File: src/rtl/qpsk_mod_pkg.sv
`timescale 1ns/1ps
package qpsk_mod_pkg;

  typedef struct packed {
    logic i_bit;
    logic q_bit;
  } iq_pair_t;

  // Rational sine approximation over one half wave; the second half is mirrored negative.
  function automatic int approx_sine(input int idx, input int depth, input int amp);
    int   half_w;
    int   j;
    int   t;
    int   d;
    int   v;
    half_w = depth / 2;
    j      = (idx >= half_w) ? idx - half_w : idx;
    t      = j * (half_w - j);
    d      = 5 * half_w * half_w - 4 * t;
    v      = (16 * amp * t + d / 2) / d;
    return (idx >= half_w) ? -v : v;
  endfunction

endpackage

File: src/rtl/qpsk_lfsr.sv
`timescale 1ns/1ps
module qpsk_lfsr #(
  parameter int LFSR_W    = 7,
  parameter int LFSR_SEED = 1
) (
  input  logic clk,
  input  logic rst,
  input  logic step,
  output logic bit_o
);
  logic [LFSR_W-1:0] state;

  assign bit_o = state[LFSR_W-1];

  always_ff @(posedge clk) begin
    if (rst) begin
      state <= LFSR_W'(LFSR_SEED);
    end else if (step) begin
      state <= {state[LFSR_W-2:0], state[LFSR_W-1] ^ state[LFSR_W-2]};
    end
  end


  lfsr_nonzero_chk: assert property (@(posedge clk) disable iff (rst)
    state != '0);


  lfsr_hold_chk: assert property (@(posedge clk) disable iff (rst)
    !step |=> $stable(state));

endmodule

File: src/rtl/qpsk_bit_splitter.sv
`timescale 1ns/1ps
module qpsk_bit_splitter
  import qpsk_mod_pkg::*;
#(
  parameter int LFSR_W    = 7,
  parameter int LFSR_SEED = 1
) (
  input  logic     clk,
  input  logic     rst,
  input  logic     use_int,
  input  logic     ext_bit,
  input  logic     bit_valid,
  input  logic     consume,
  output logic     pend_v,
  output iq_pair_t pend
);
  logic gen_bit;
  logic cur_bit;
  logic second;
  logic i_hold;

  qpsk_lfsr #(.LFSR_W(LFSR_W), .LFSR_SEED(LFSR_SEED)) u_lfsr (
    .clk  (clk),
    .rst  (rst),
    .step (bit_valid & use_int),
    .bit_o(gen_bit)
  );

  assign cur_bit = use_int ? gen_bit : ext_bit;

  always_ff @(posedge clk) begin
    if (rst) begin
      second <= 1'b0;
      i_hold <= 1'b0;
      pend_v <= 1'b0;
      pend   <= '0;
    end else begin
      if (consume) pend_v <= 1'b0;
      if (bit_valid) begin
        if (!second) begin
          i_hold <= cur_bit;
          second <= 1'b1;
        end else begin
          pend.i_bit <= i_hold;
          pend.q_bit <= cur_bit;
          pend_v     <= 1'b1;
          second     <= 1'b0;
        end
      end
    end
  end


  pair_done_chk: assert property (@(posedge clk) disable iff (rst)
    bit_valid && second |=> pend_v);

endmodule

File: src/rtl/qpsk_symbol_timer.sv
`timescale 1ns/1ps
module qpsk_symbol_timer #(
  parameter int PH_W            = 6,
  parameter int PERIODS_PER_SYM = 2
) (
  input  logic            clk,
  input  logic            rst,
  output logic [PH_W-1:0] phase,
  output logic            sym_end
);
  localparam int PER_W = (PERIODS_PER_SYM > 1) ? $clog2(PERIODS_PER_SYM) : 1;
  localparam logic [PER_W-1:0] PER_LAST = PER_W'(PERIODS_PER_SYM - 1);

  logic [PER_W-1:0] per;

  assign sym_end = (phase == '1) && (per == PER_LAST);

  always_ff @(posedge clk) begin
    if (rst) begin
      phase <= '0;
      per   <= '0;
    end else begin
      phase <= phase + 1'b1;
      if (phase == '1) per <= (per == PER_LAST) ? '0 : per + 1'b1;
    end
  end


  slot_wrap_chk: assert property (@(posedge clk) disable iff (rst)
    sym_end |=> (phase == '0) && (per == '0));

endmodule

File: src/rtl/qpsk_carrier_rom.sv
`timescale 1ns/1ps
module qpsk_carrier_rom
  import qpsk_mod_pkg::*;
#(
  parameter int PH_W   = 6,
  parameter int SAMP_W = 8
) (
  input  logic                     clk,
  input  logic [PH_W-1:0]          phase,
  output logic signed [SAMP_W-1:0] sin_q,
  output logic signed [SAMP_W-1:0] cos_q
);
  localparam int DEPTH = 1 << PH_W;
  localparam int AMP   = (1 << (SAMP_W - 1)) - 1;
  localparam logic [PH_W-1:0] QUARTER = PH_W'(DEPTH / 4);

  logic signed [SAMP_W-1:0] wave_mem [DEPTH];

  for (genvar k = 0; k < DEPTH; k++) begin : g_fill
    assign wave_mem[k] = SAMP_W'(approx_sine(k, DEPTH, AMP));
  end

  always_ff @(posedge clk) begin
    sin_q <= wave_mem[phase];
    cos_q <= wave_mem[phase + QUARTER];
  end

endmodule

File: src/rtl/qpsk_carrier_mod.sv
`timescale 1ns/1ps
module qpsk_carrier_mod
  import qpsk_mod_pkg::*;
#(
  parameter int SAMP_W          = 8,
  parameter int PH_W            = 6,
  parameter int PERIODS_PER_SYM = 2,
  parameter int LFSR_W          = 7,
  parameter int LFSR_SEED       = 1
) (
  input  logic                   clk,
  input  logic                   rst,
  input  logic                   src_int,
  input  logic                   bit_in,
  input  logic                   bit_valid,
  output logic signed [SAMP_W:0] sample_out,
  output logic                   sample_valid
);
  localparam int AMP = (1 << (SAMP_W - 1)) - 1;
  localparam logic signed [SAMP_W:0] OUT_LIM = (SAMP_W + 1)'(2 * AMP);

  logic [PH_W-1:0]          phase;
  logic                     sym_end;
  logic                     pend_v;
  iq_pair_t                 pend;
  iq_pair_t                 sel;
  iq_pair_t                 sel_d;
  logic                     loaded;
  logic                     loaded_d;
  logic signed [SAMP_W-1:0] sin_q;
  logic signed [SAMP_W-1:0] cos_q;
  logic signed [SAMP_W:0]   cos_x;
  logic signed [SAMP_W:0]   sin_x;
  logic signed [SAMP_W:0]   i_term;
  logic signed [SAMP_W:0]   q_term;

  qpsk_symbol_timer #(.PH_W(PH_W), .PERIODS_PER_SYM(PERIODS_PER_SYM)) u_timer (
    .clk    (clk),
    .rst    (rst),
    .phase  (phase),
    .sym_end(sym_end)
  );

  qpsk_bit_splitter #(.LFSR_W(LFSR_W), .LFSR_SEED(LFSR_SEED)) u_split (
    .clk      (clk),
    .rst      (rst),
    .use_int  (src_int),
    .ext_bit  (bit_in),
    .bit_valid(bit_valid),
    .consume  (sym_end),
    .pend_v   (pend_v),
    .pend     (pend)
  );

  qpsk_carrier_rom #(.PH_W(PH_W), .SAMP_W(SAMP_W)) u_rom (
    .clk  (clk),
    .phase(phase),
    .sin_q(sin_q),
    .cos_q(cos_q)
  );

  // Channel selects change only on the last clock of a symbol.
  always_ff @(posedge clk) begin
    if (rst) begin
      sel    <= '0;
      loaded <= 1'b0;
    end else if (sym_end && pend_v) begin
      sel    <= pend;
      loaded <= 1'b1;
    end
  end

  // Delay the selects to line up with the registered table read.
  always_ff @(posedge clk) begin
    if (rst) begin
      sel_d    <= '0;
      loaded_d <= 1'b0;
    end else begin
      sel_d    <= sel;
      loaded_d <= loaded;
    end
  end

  assign cos_x = {cos_q[SAMP_W-1], cos_q};
  assign sin_x = {sin_q[SAMP_W-1], sin_q};

  always_comb begin
    i_term = sel_d.i_bit ? cos_x : -cos_x;
    q_term = sel_d.q_bit ? sin_x : -sin_x;
  end

  always_ff @(posedge clk) begin
    if (rst) begin
      sample_out   <= '0;
      sample_valid <= 1'b0;
    end else begin
      sample_out   <= i_term + q_term;
      sample_valid <= loaded_d;
    end
  end


  sel_hold_chk: assert property (@(posedge clk) disable iff (rst)
    !sym_end |=> $stable(sel));


  valid_sticky_chk: assert property (@(posedge clk) disable iff (rst)
    sample_valid |=> sample_valid);


  out_range_chk: assert property (@(posedge clk) disable iff (rst)
    (sample_out <= OUT_LIM) && (sample_out >= -OUT_LIM));


  reset_out_chk: assert property (@(posedge clk)
    $past(rst) |-> (sample_out == '0) && !sample_valid);

endmodule

File: config.mk
export PLATFORM = sky130hd
export DESIGN_NAME = qpsk_carrier_mod
export DESIGN_NICKNAME = d
export VERILOG_FILES = /design/src/rtl/qpsk_mod_pkg.sv /design/src/rtl/qpsk_lfsr.sv /design/src/rtl/qpsk_bit_splitter.sv /design/src/rtl/qpsk_symbol_timer.sv /design/src/rtl/qpsk_carrier_rom.sv /design/src/rtl/qpsk_carrier_mod.sv
export SDC_FILE = /design/constraint.sdc
export NUM_CORES = 1
export LEC_CHECK = 0
export ABC_AREA = 0
export BUFFER_PORTS_ARGS = -buffer_cell sky130_fd_sc_hd__buf_2
export CAP_MARGIN = 20
export CORE_ASPECT_RATIO = 0.7
export CORE_UTILIZATION = 56
export DETAILED_ROUTE_END_ITERATION = 10
export GPL_TIMING_DRIVEN = 0
export MAX_ROUTING_LAYER = met4
export PLACE_DENSITY_LB_ADDON = 0.2
export SETUP_SLACK_MARGIN = 0.15
export SLEW_MARGIN = 20
export SYNTH_ARGS = -nofsm -noshare
export SYNTH_HDL_FRONTEND = slang
export SYNTH_SLANG_ARGS = --single-unit
File: constraint.sdc
create_clock -name clk -period 2.3 [get_ports clk]
set_clock_uncertainty 0.2 [all_clocks]
set_input_delay 0.23 -clock clk [delete_from_list [all_inputs] [get_ports clk]]
set_output_delay 0.23 -clock clk [all_outputs]
set_load 0.01 [all_outputs]
## Yosys cells after proc, flatten, opt, wreduce, memory -nomap -nowiden

Memories as Yosys holds them, arrays and structs flattened. A register that Yosys moved wholly into a read port is not among the register bits.
Cells that the tools add are included.

| operators by class | value |
|---|---|
| bitwise operators | 5 |
| add/subtract/negate cells | 6 |
| reductions and logical operators | 4 |
| mux-type cells | 8 |
| eq/ne operators | 1 |

Operators with widths:

| cell | number |
|---|---|
| $mux 9 | 2 |
| $neg 8->9 | 2 |
| $not 6->7 | 2 |
| $add 9x9->9 | 1 |
| $add 6x1->6 const B | 1 |
| $add 6x5->6 const B | 1 |
| $eq 6x6->1 const B | 1 |
| $mux 1 | 6 |
| $reduce_and 2->1 | 2 |
| $logic_and 1x1->1 | 2 |
| $add 1x1->1 const B | 1 |
| $and 1x1->1 | 1 |
| $not 1->1 | 1 |
| $xor 1x1->1 | 1 |

| storage, ports and cells | value |
|---|---|
| bits in read-only memories | 1,024 |
| memories | 2 |
| input bits | 5 |
| flip-flop bits (word level) | 35 |

Memory list:

| name | depth | width | read ports | clocked after memory_dff | wr ports | line | source |
|---|---|---|---|---|---|---|---|
| (name not given) | 64 | 8 | 1 | 1 | 0 | qpsk_carrier_rom.sv:25 | `cos_q <= wave_mem[phase + QUARTER];` |
| (name not given) | 64 | 8 | 1 | 1 | 0 | qpsk_carrier_rom.sv:24 | `sin_q <= wave_mem[phase];` |

## Logic depth before layout (Yosys ltp)

| depth | value |
|---|---|
| word-level depth | 5 |
| gate-level depth with buffers | 10 |
| gate-level depth less buffers | 10 |

## Hierarchy

Synthesis repeated with hierarchy kept, for this count alone.

| second synthesis, totals | value |
|---|---|
| cell total of the unflattened synthesis | 369 |
| area total of the unflattened synthesis | 3,283.1 µm² |

By module, submodules not included:

| module | times used | seq. area each (µm²) | area each (µm²) | cells each |
|---|---|---|---|---|
| qpsk_carrier_rom | 1 | 320.3 | 1,410.1 | 161 |
| qpsk_carrier_mod | 1 | 320.3 | 1,119.8 | 132 |
| qpsk_symbol_timer | 1 | 140.1 | 296.5 | 30 |
| qpsk_lfsr | 1 | 140.1 | 262.8 | 25 |
| qpsk_bit_splitter | 1 | 100.1 | 193.9 | 21 |

## Least setup slack after synthesis

No wires, ideal clock.

| timing path | value |
|---|---|
| path kind | flip-flop to flip-flop |
| start point | register u_rom.cos_q[3] |
| end point | register sample_out[8] |
| arrival time | 2.064 ns |
| path slack | -0.092 ns |
| buffers on the path | 0 |
| cell stages (with the launch flop) | 10 |
| cells stage by stage | dfxtp_1 > nor2_1 > nor4b_1 > nor2_1 > xor2_1 > ha_1 > or4_1 > o22ai_2 > xnor2_1 > nor2_1 |

| between the ends | value |
|---|---|
| longest elaborated chain between the ends | 3 |

RTL lines:

| item | line | source |
|---|---|---|
| start: declaration | qpsk_carrier_rom.sv:11 | `output logic signed [SAMP_W-1:0] cos_q` |
| $neg 8->9 | qpsk_carrier_mod.sv:88 | `i_term = sel_d.i_bit ? cos_x : -cos_x;` |
| $mux 9 (*) | qpsk_carrier_mod.sv:88 |  |
| $add 9x9->9 (*) | qpsk_carrier_mod.sv:97 | `sample_out <= i_term + q_term;` |
| end signal: assignment | qpsk_carrier_mod.sv:97 |  |
| end: declaration | qpsk_carrier_mod.sv:16 | `output logic signed [SAMP_W:0] sample_out,` |

Mark *: on every way between the ends. The rest lies on a longest branch, timed or not.
A chain may end at the register's enable or synchronous reset.

## Worst setup path in the final report

| timing path | value |
|---|---|
| start point | register u_rom.cos_q[0] |
| end point | register sample_out[7] |

Same word-level chain as after synthesis.

==> results_tabular.tex <==
\begin{tabular}{lr}
\hline
Metric & Value \\
\hline
\multicolumn{2}{l}{\textbf{Floorplanning}} \\
Area of the core region & 5370 µm² \\
Die Outline Area & 6030 µm² \\
Std cell rows & 22 \\
\# IOs & 15 \\
Die height & 65.3 µm \\
Horizontal extent of the die & 92.4 µm \\
Initial cell density of the core & 59.6\% \\
\multicolumn{2}{l}{\textbf{Placement}} \\
DP HPWL & 5750 µm \\
Total cell area at the placement stage & 3420 µm² \\
Port Buffers & 12 \\
Total instance count after detailed placement & 466 \\
Final weighted congestion in routability-driven placement & 0.986 \\
\multicolumn{2}{l}{\textbf{Pwr}} \\
Leakage & 1.47 nW \\
Total power density per cell area & 654 nW/µm² \\
Maximum ir drop on the vdd rail & 446 µV \\
\multicolumn{2}{l}{\textbf{Min path}} \\
Worst hold endpoint & u\_timer.phase[2] \\
Beginning of the worst hold path & rst \\
Cell depth of the worst hold path & 2 \\
Worst min-delay path class & in -> reg \\
\multicolumn{2}{l}{\textbf{Layout}} \\
Number of antenna diodes & 0 \\
Fraction of final layout cells with drive strength greater than 1 & 28.4\% \\
Combined flip-flop and latch cell area & 1040 µm² \\
Cell area after layout & 3820 µm² \\
Multi-input combinational cell area & 2150 µm² \\
Post-layout instance count excluding filler cells & 487 \\
Nets & 439 \\
Area Growth Syn to Fin & 19.2\% \\
Filler cell count & 429 \\
\multicolumn{2}{l}{\textbf{Worst setup path}} \\
Worst Setup End Kind & register \\
Largest incremental delay on the critical path & 0.36 ns \\
Critical path class & reg -> reg \\
Slack of the worst reg-to-reg path & -0.1 ns \\
Register-to-Register Path Depth & 11 \\
Critical Path Slowest Stage Cell & sky130\_fd\_sc\_hd\_\_dfxtp\_4 \\
Critical path's top delay family & simple AND/OR/NAND/NOR gates \\
RR Startpoint & u\_rom.cos\_q[0] \\
Count of buffering cells on the critical path with inverters included & 2 \\
Startpoint class of the critical path & register \\
Data required time at the worst endpoint & 2.28 ns \\
Worst Path Max Fanout & 3 \\
Endpoint of the lowest-slack register-to-register path & sample\_out[7] \\
Crit path cell chain & buf\_6 > nor4b\_4 > nor2\_1 > xor2\_1 > ha\_2 > buf\_4 > nor4\_2 > a21oi\_1 > o21ai\_2 > xor2\_1 > nor2\_1 \\
Signal arrival time at the worst endpoint & 2.38 ns \\
\multicolumn{2}{l}{\textbf{Global route}} \\
Pin count of the biggest net entering global routing & 18 \\
Global-route wire length before repair & 13,200 µm \\
Tot GR Track Use & 28.7\% \\
Aggregate global routing overflow & 0 \\
Initial antenna violation count & 0 \\
Vias in the first global route & 2,690 \\
\multicolumn{2}{l}{\textbf{Route}} \\
Iteration-0 DRC count of the detailed router & 400 \\
DR WL/cell & 17.8 µm \\
Via density per instance & 6.06 \\
Final wirelength & 8690 µm \\
Routed Antenna Nets & 0 \\
Total via count after detailed routing & 2,950 \\
Detailed Routing Iterations Pass 1 & 5 \\
Total DRC errors in the routed layout & 0 \\
\multicolumn{2}{l}{\textbf{STA}} \\
Period utilisation layout & 104\% \\
Max Freq & 417 MHz \\
\# setup viols final & 4 \\
Min Tclk post-route & 2.40 ns \\
Final hold vios & 0 \\
Number of pins exceeding their max-slew limit in the final report & 0 \\
Actual slew at the worst max-slew pin & 0.535 ns \\
Setup repair after global routing missed its margin & true \\
Final worst-path setup slack & -0.0971 ns \\
Max-slew headroom at the worst pin & 64.3\% \\
\multicolumn{2}{l}{\textbf{Run}} \\
Max\_cap viols & 0 \\
\multicolumn{2}{l}{\textbf{Clocking}} \\
Clock Latency Late Sink & 0.30 ns \\
Root buffer selected by CTS & sky130\_fd\_sc\_hd\_\_clkbuf\_8 \\
Clk slew on worst S/H paths & 0.10 ns \\
TritonCTS Buffers & 5 \\
Clock Sink Count & 51 \\
Largest buffer count on any clock path & 2 \\
H-tree levels & 2 \\
Hold buffers post-CTS & 0 \\
Clock tree from TritonCTS & done \\
\multicolumn{2}{l}{\textbf{Yosys}} \\
Count of synthesis-stage warnings from yosys & 0 \\
Synth unique cells & 56 \\
Synthesized instance count & 382 \\
Asr flop ratio synth & 0\% \\
Leading register cell type out of synthesis & sky130\_fd\_sc\_hd\_\_dfxtp\_1 \\
Net count after synthesis & 407 \\
Register area share after synthesis & 31.9\% \\
Flip-flop and latch count after synthesis & 51 \\
Avg Cell Area, Syn & 8.38 µm² \\
Number of synthesized flops with an enable pin & 0 \\
Combined area of all synthesized cells & 3200 µm² \\
\multicolumn{2}{l}{\textbf{Status}} \\
Violations in the final reports & negative setup slack \\
Run status & finished with violations \\
\hline
\end{tabular}
report_power, final:
part	switching, mW	internal (mW)
Combinational	0.506	0.430
Sequential	0.0511	0.973
Clock	0.313	0.221
cell type report:
class / count / share of cell area, %
plain buffers: 28 / 5.25
clock buffers: 5 / 1.80
clock inverters: 3 / 0.590
inverters: 18 / 1.97
multi-input cells: 285 / 56.3
flip-flops and latches: 51 / 27.3
well taps: 72 / 2.36
repair buffers: 25 / 4.43
cell families (layout without fill, tap and decap cells):
family | after synthesis | in the layout | synth area share, %
XOR/XNOR | 27 | 27 | 7.39
adder cells (fa/ha/maj) | 20 | 20 | 8.05
multiplexers | 17 | 17 | 8.13
buffers and inverters | 46 | 79 | 7.74
flip-flops | 51 | 51 | 31.9
AND/OR/NAND/NOR | 123 | 123 | 18.0
AO/OA/AOI/OAI | 98 | 98 | 18.8
sequential cells by signal, summed over array words and instances (netlist names):
signal / count
u_split.pend: 2
u_rom.cos_q: 8
u_split.u_lfsr.state: 7
u_timer.phase: 6
u_split.i_hold: 1
sample_valid: 1
u_timer.per: 1
loaded_d: 1
u_split.second: 1
sel: 2
u_rom.sin_q: 8
loaded: 1
sel_d: 2
u_split.pend_v: 1
sample_out: 9
placed cells by master, fill, tap and decap left out, types with 10 or more instances in the layout:
master,count
sky130_fd_sc_hd__nor2_1,40
sky130_fd_sc_hd__buf_4,12
sky130_fd_sc_hd__xor2_1,18
sky130_fd_sc_hd__dfxtp_1,43
sky130_fd_sc_hd__o21ai_0,10
sky130_fd_sc_hd__nor3_1,10
sky130_fd_sc_hd__o21ai_1,15
sky130_fd_sc_hd__nand2_1,28
sky130_fd_sc_hd__buf_2,21
sky130_fd_sc_hd__a21oi_1,27
metal layers:
metal  part of all wire, %  vias to the layer above  wire length, µm  track usage [%]
met2                    46                      145             4000             43.0
met4                   1.5                        0              129             5.86
met1                    44                     1399             3860             41.1
met3                   8.1                       21              706             4.75
met5                     0                        -                0                -
li1                      -                     1385                -                -
synth_stat cells, types with 4 or more instances:
library cell | instances | area, µm²
sky130_fd_sc_hd__xor2_1 | 19 | 166
sky130_fd_sc_hd__o21ai_0 | 12 | 60.1
sky130_fd_sc_hd__nor2b_1 | 10 | 62.6
sky130_fd_sc_hd__nor2_1 | 44 | 165
sky130_fd_sc_hd__mux2i_1 | 8 | 80.1
sky130_fd_sc_hd__nand3_1 | 9 | 45.0
sky130_fd_sc_hd__mux4_2 | 7 | 158
sky130_fd_sc_hd__ha_1 | 19 | 238
sky130_fd_sc_hd__a31oi_1 | 6 | 37.5
sky130_fd_sc_hd__xnor2_1 | 8 | 70.1
sky130_fd_sc_hd__dfxtp_1 | 51 | 1020
sky130_fd_sc_hd__o211ai_1 | 5 | 37.5
sky130_fd_sc_hd__nor3_1 | 12 | 60.1
sky130_fd_sc_hd__clkbuf_1 | 7 | 26.3
sky130_fd_sc_hd__buf_6 | 4 | 45.0
sky130_fd_sc_hd__a211oi_1 | 5 | 37.5
sky130_fd_sc_hd__nand2_1 | 28 | 105
sky130_fd_sc_hd__inv_1 | 15 | 56.3
sky130_fd_sc_hd__buf_2 | 12 | 60.1
sky130_fd_sc_hd__a21oi_1 | 31 | 155
sky130_fd_sc_hd__o21ai_1 | 15 | 75.1
sky130_fd_sc_hd__nand2b_1 | 6 | 37.5
metrics by stage:
stage	power (mW)	util, %	setup slack [ns]	TNS [ns]	hold WS [ns]
after floorplan	1.56	-	0.0754	0	0.214
after global placement	1.72	63.6	-0.108	-0.241	0.226
after detailed placement	1.74	63.6	-0.156	-0.284	0.225
after CTS	2.35	68.9	-0.0270	-0.0481	0.0754
after global routing	2.61	71.1	-0.264	-0.687	0.102
final	2.49	71.1	-0.0971	-0.291	0.0836
timing repair:
action / CTS / global route
resized for setup: 31 / 29
endpoints found under the setup margin: 14 / 14
hold endpoints to repair: 0 / 0
pin swaps: 15 / 11
setup buffers: 13 / 0
how the worst max path moves through the flow:
| stage | slack [ns] | startpoint | cells after the start | end |
|---|---|---|---|---|
| detailed placement | -0.16 | u_rom.sin_q[0] | 10 | sample_out[6] |
| finish | -0.1 | u_rom.cos_q[0] | 11 | sample_out[7] |
| floorplan | 0.08 | u_rom.cos_q[2] | 9 | sample_out[8] |
| CTS | -0.03 | u_rom.cos_q[0] | 9 | sample_out[8] |
| global placement | -0.11 | u_rom.cos_q[1] | 10 | sample_out[6] |
| global route | -0.26 | u_rom.cos_q[0] | 11 | sample_out[7] |
(Power assumes the default switching activity.)
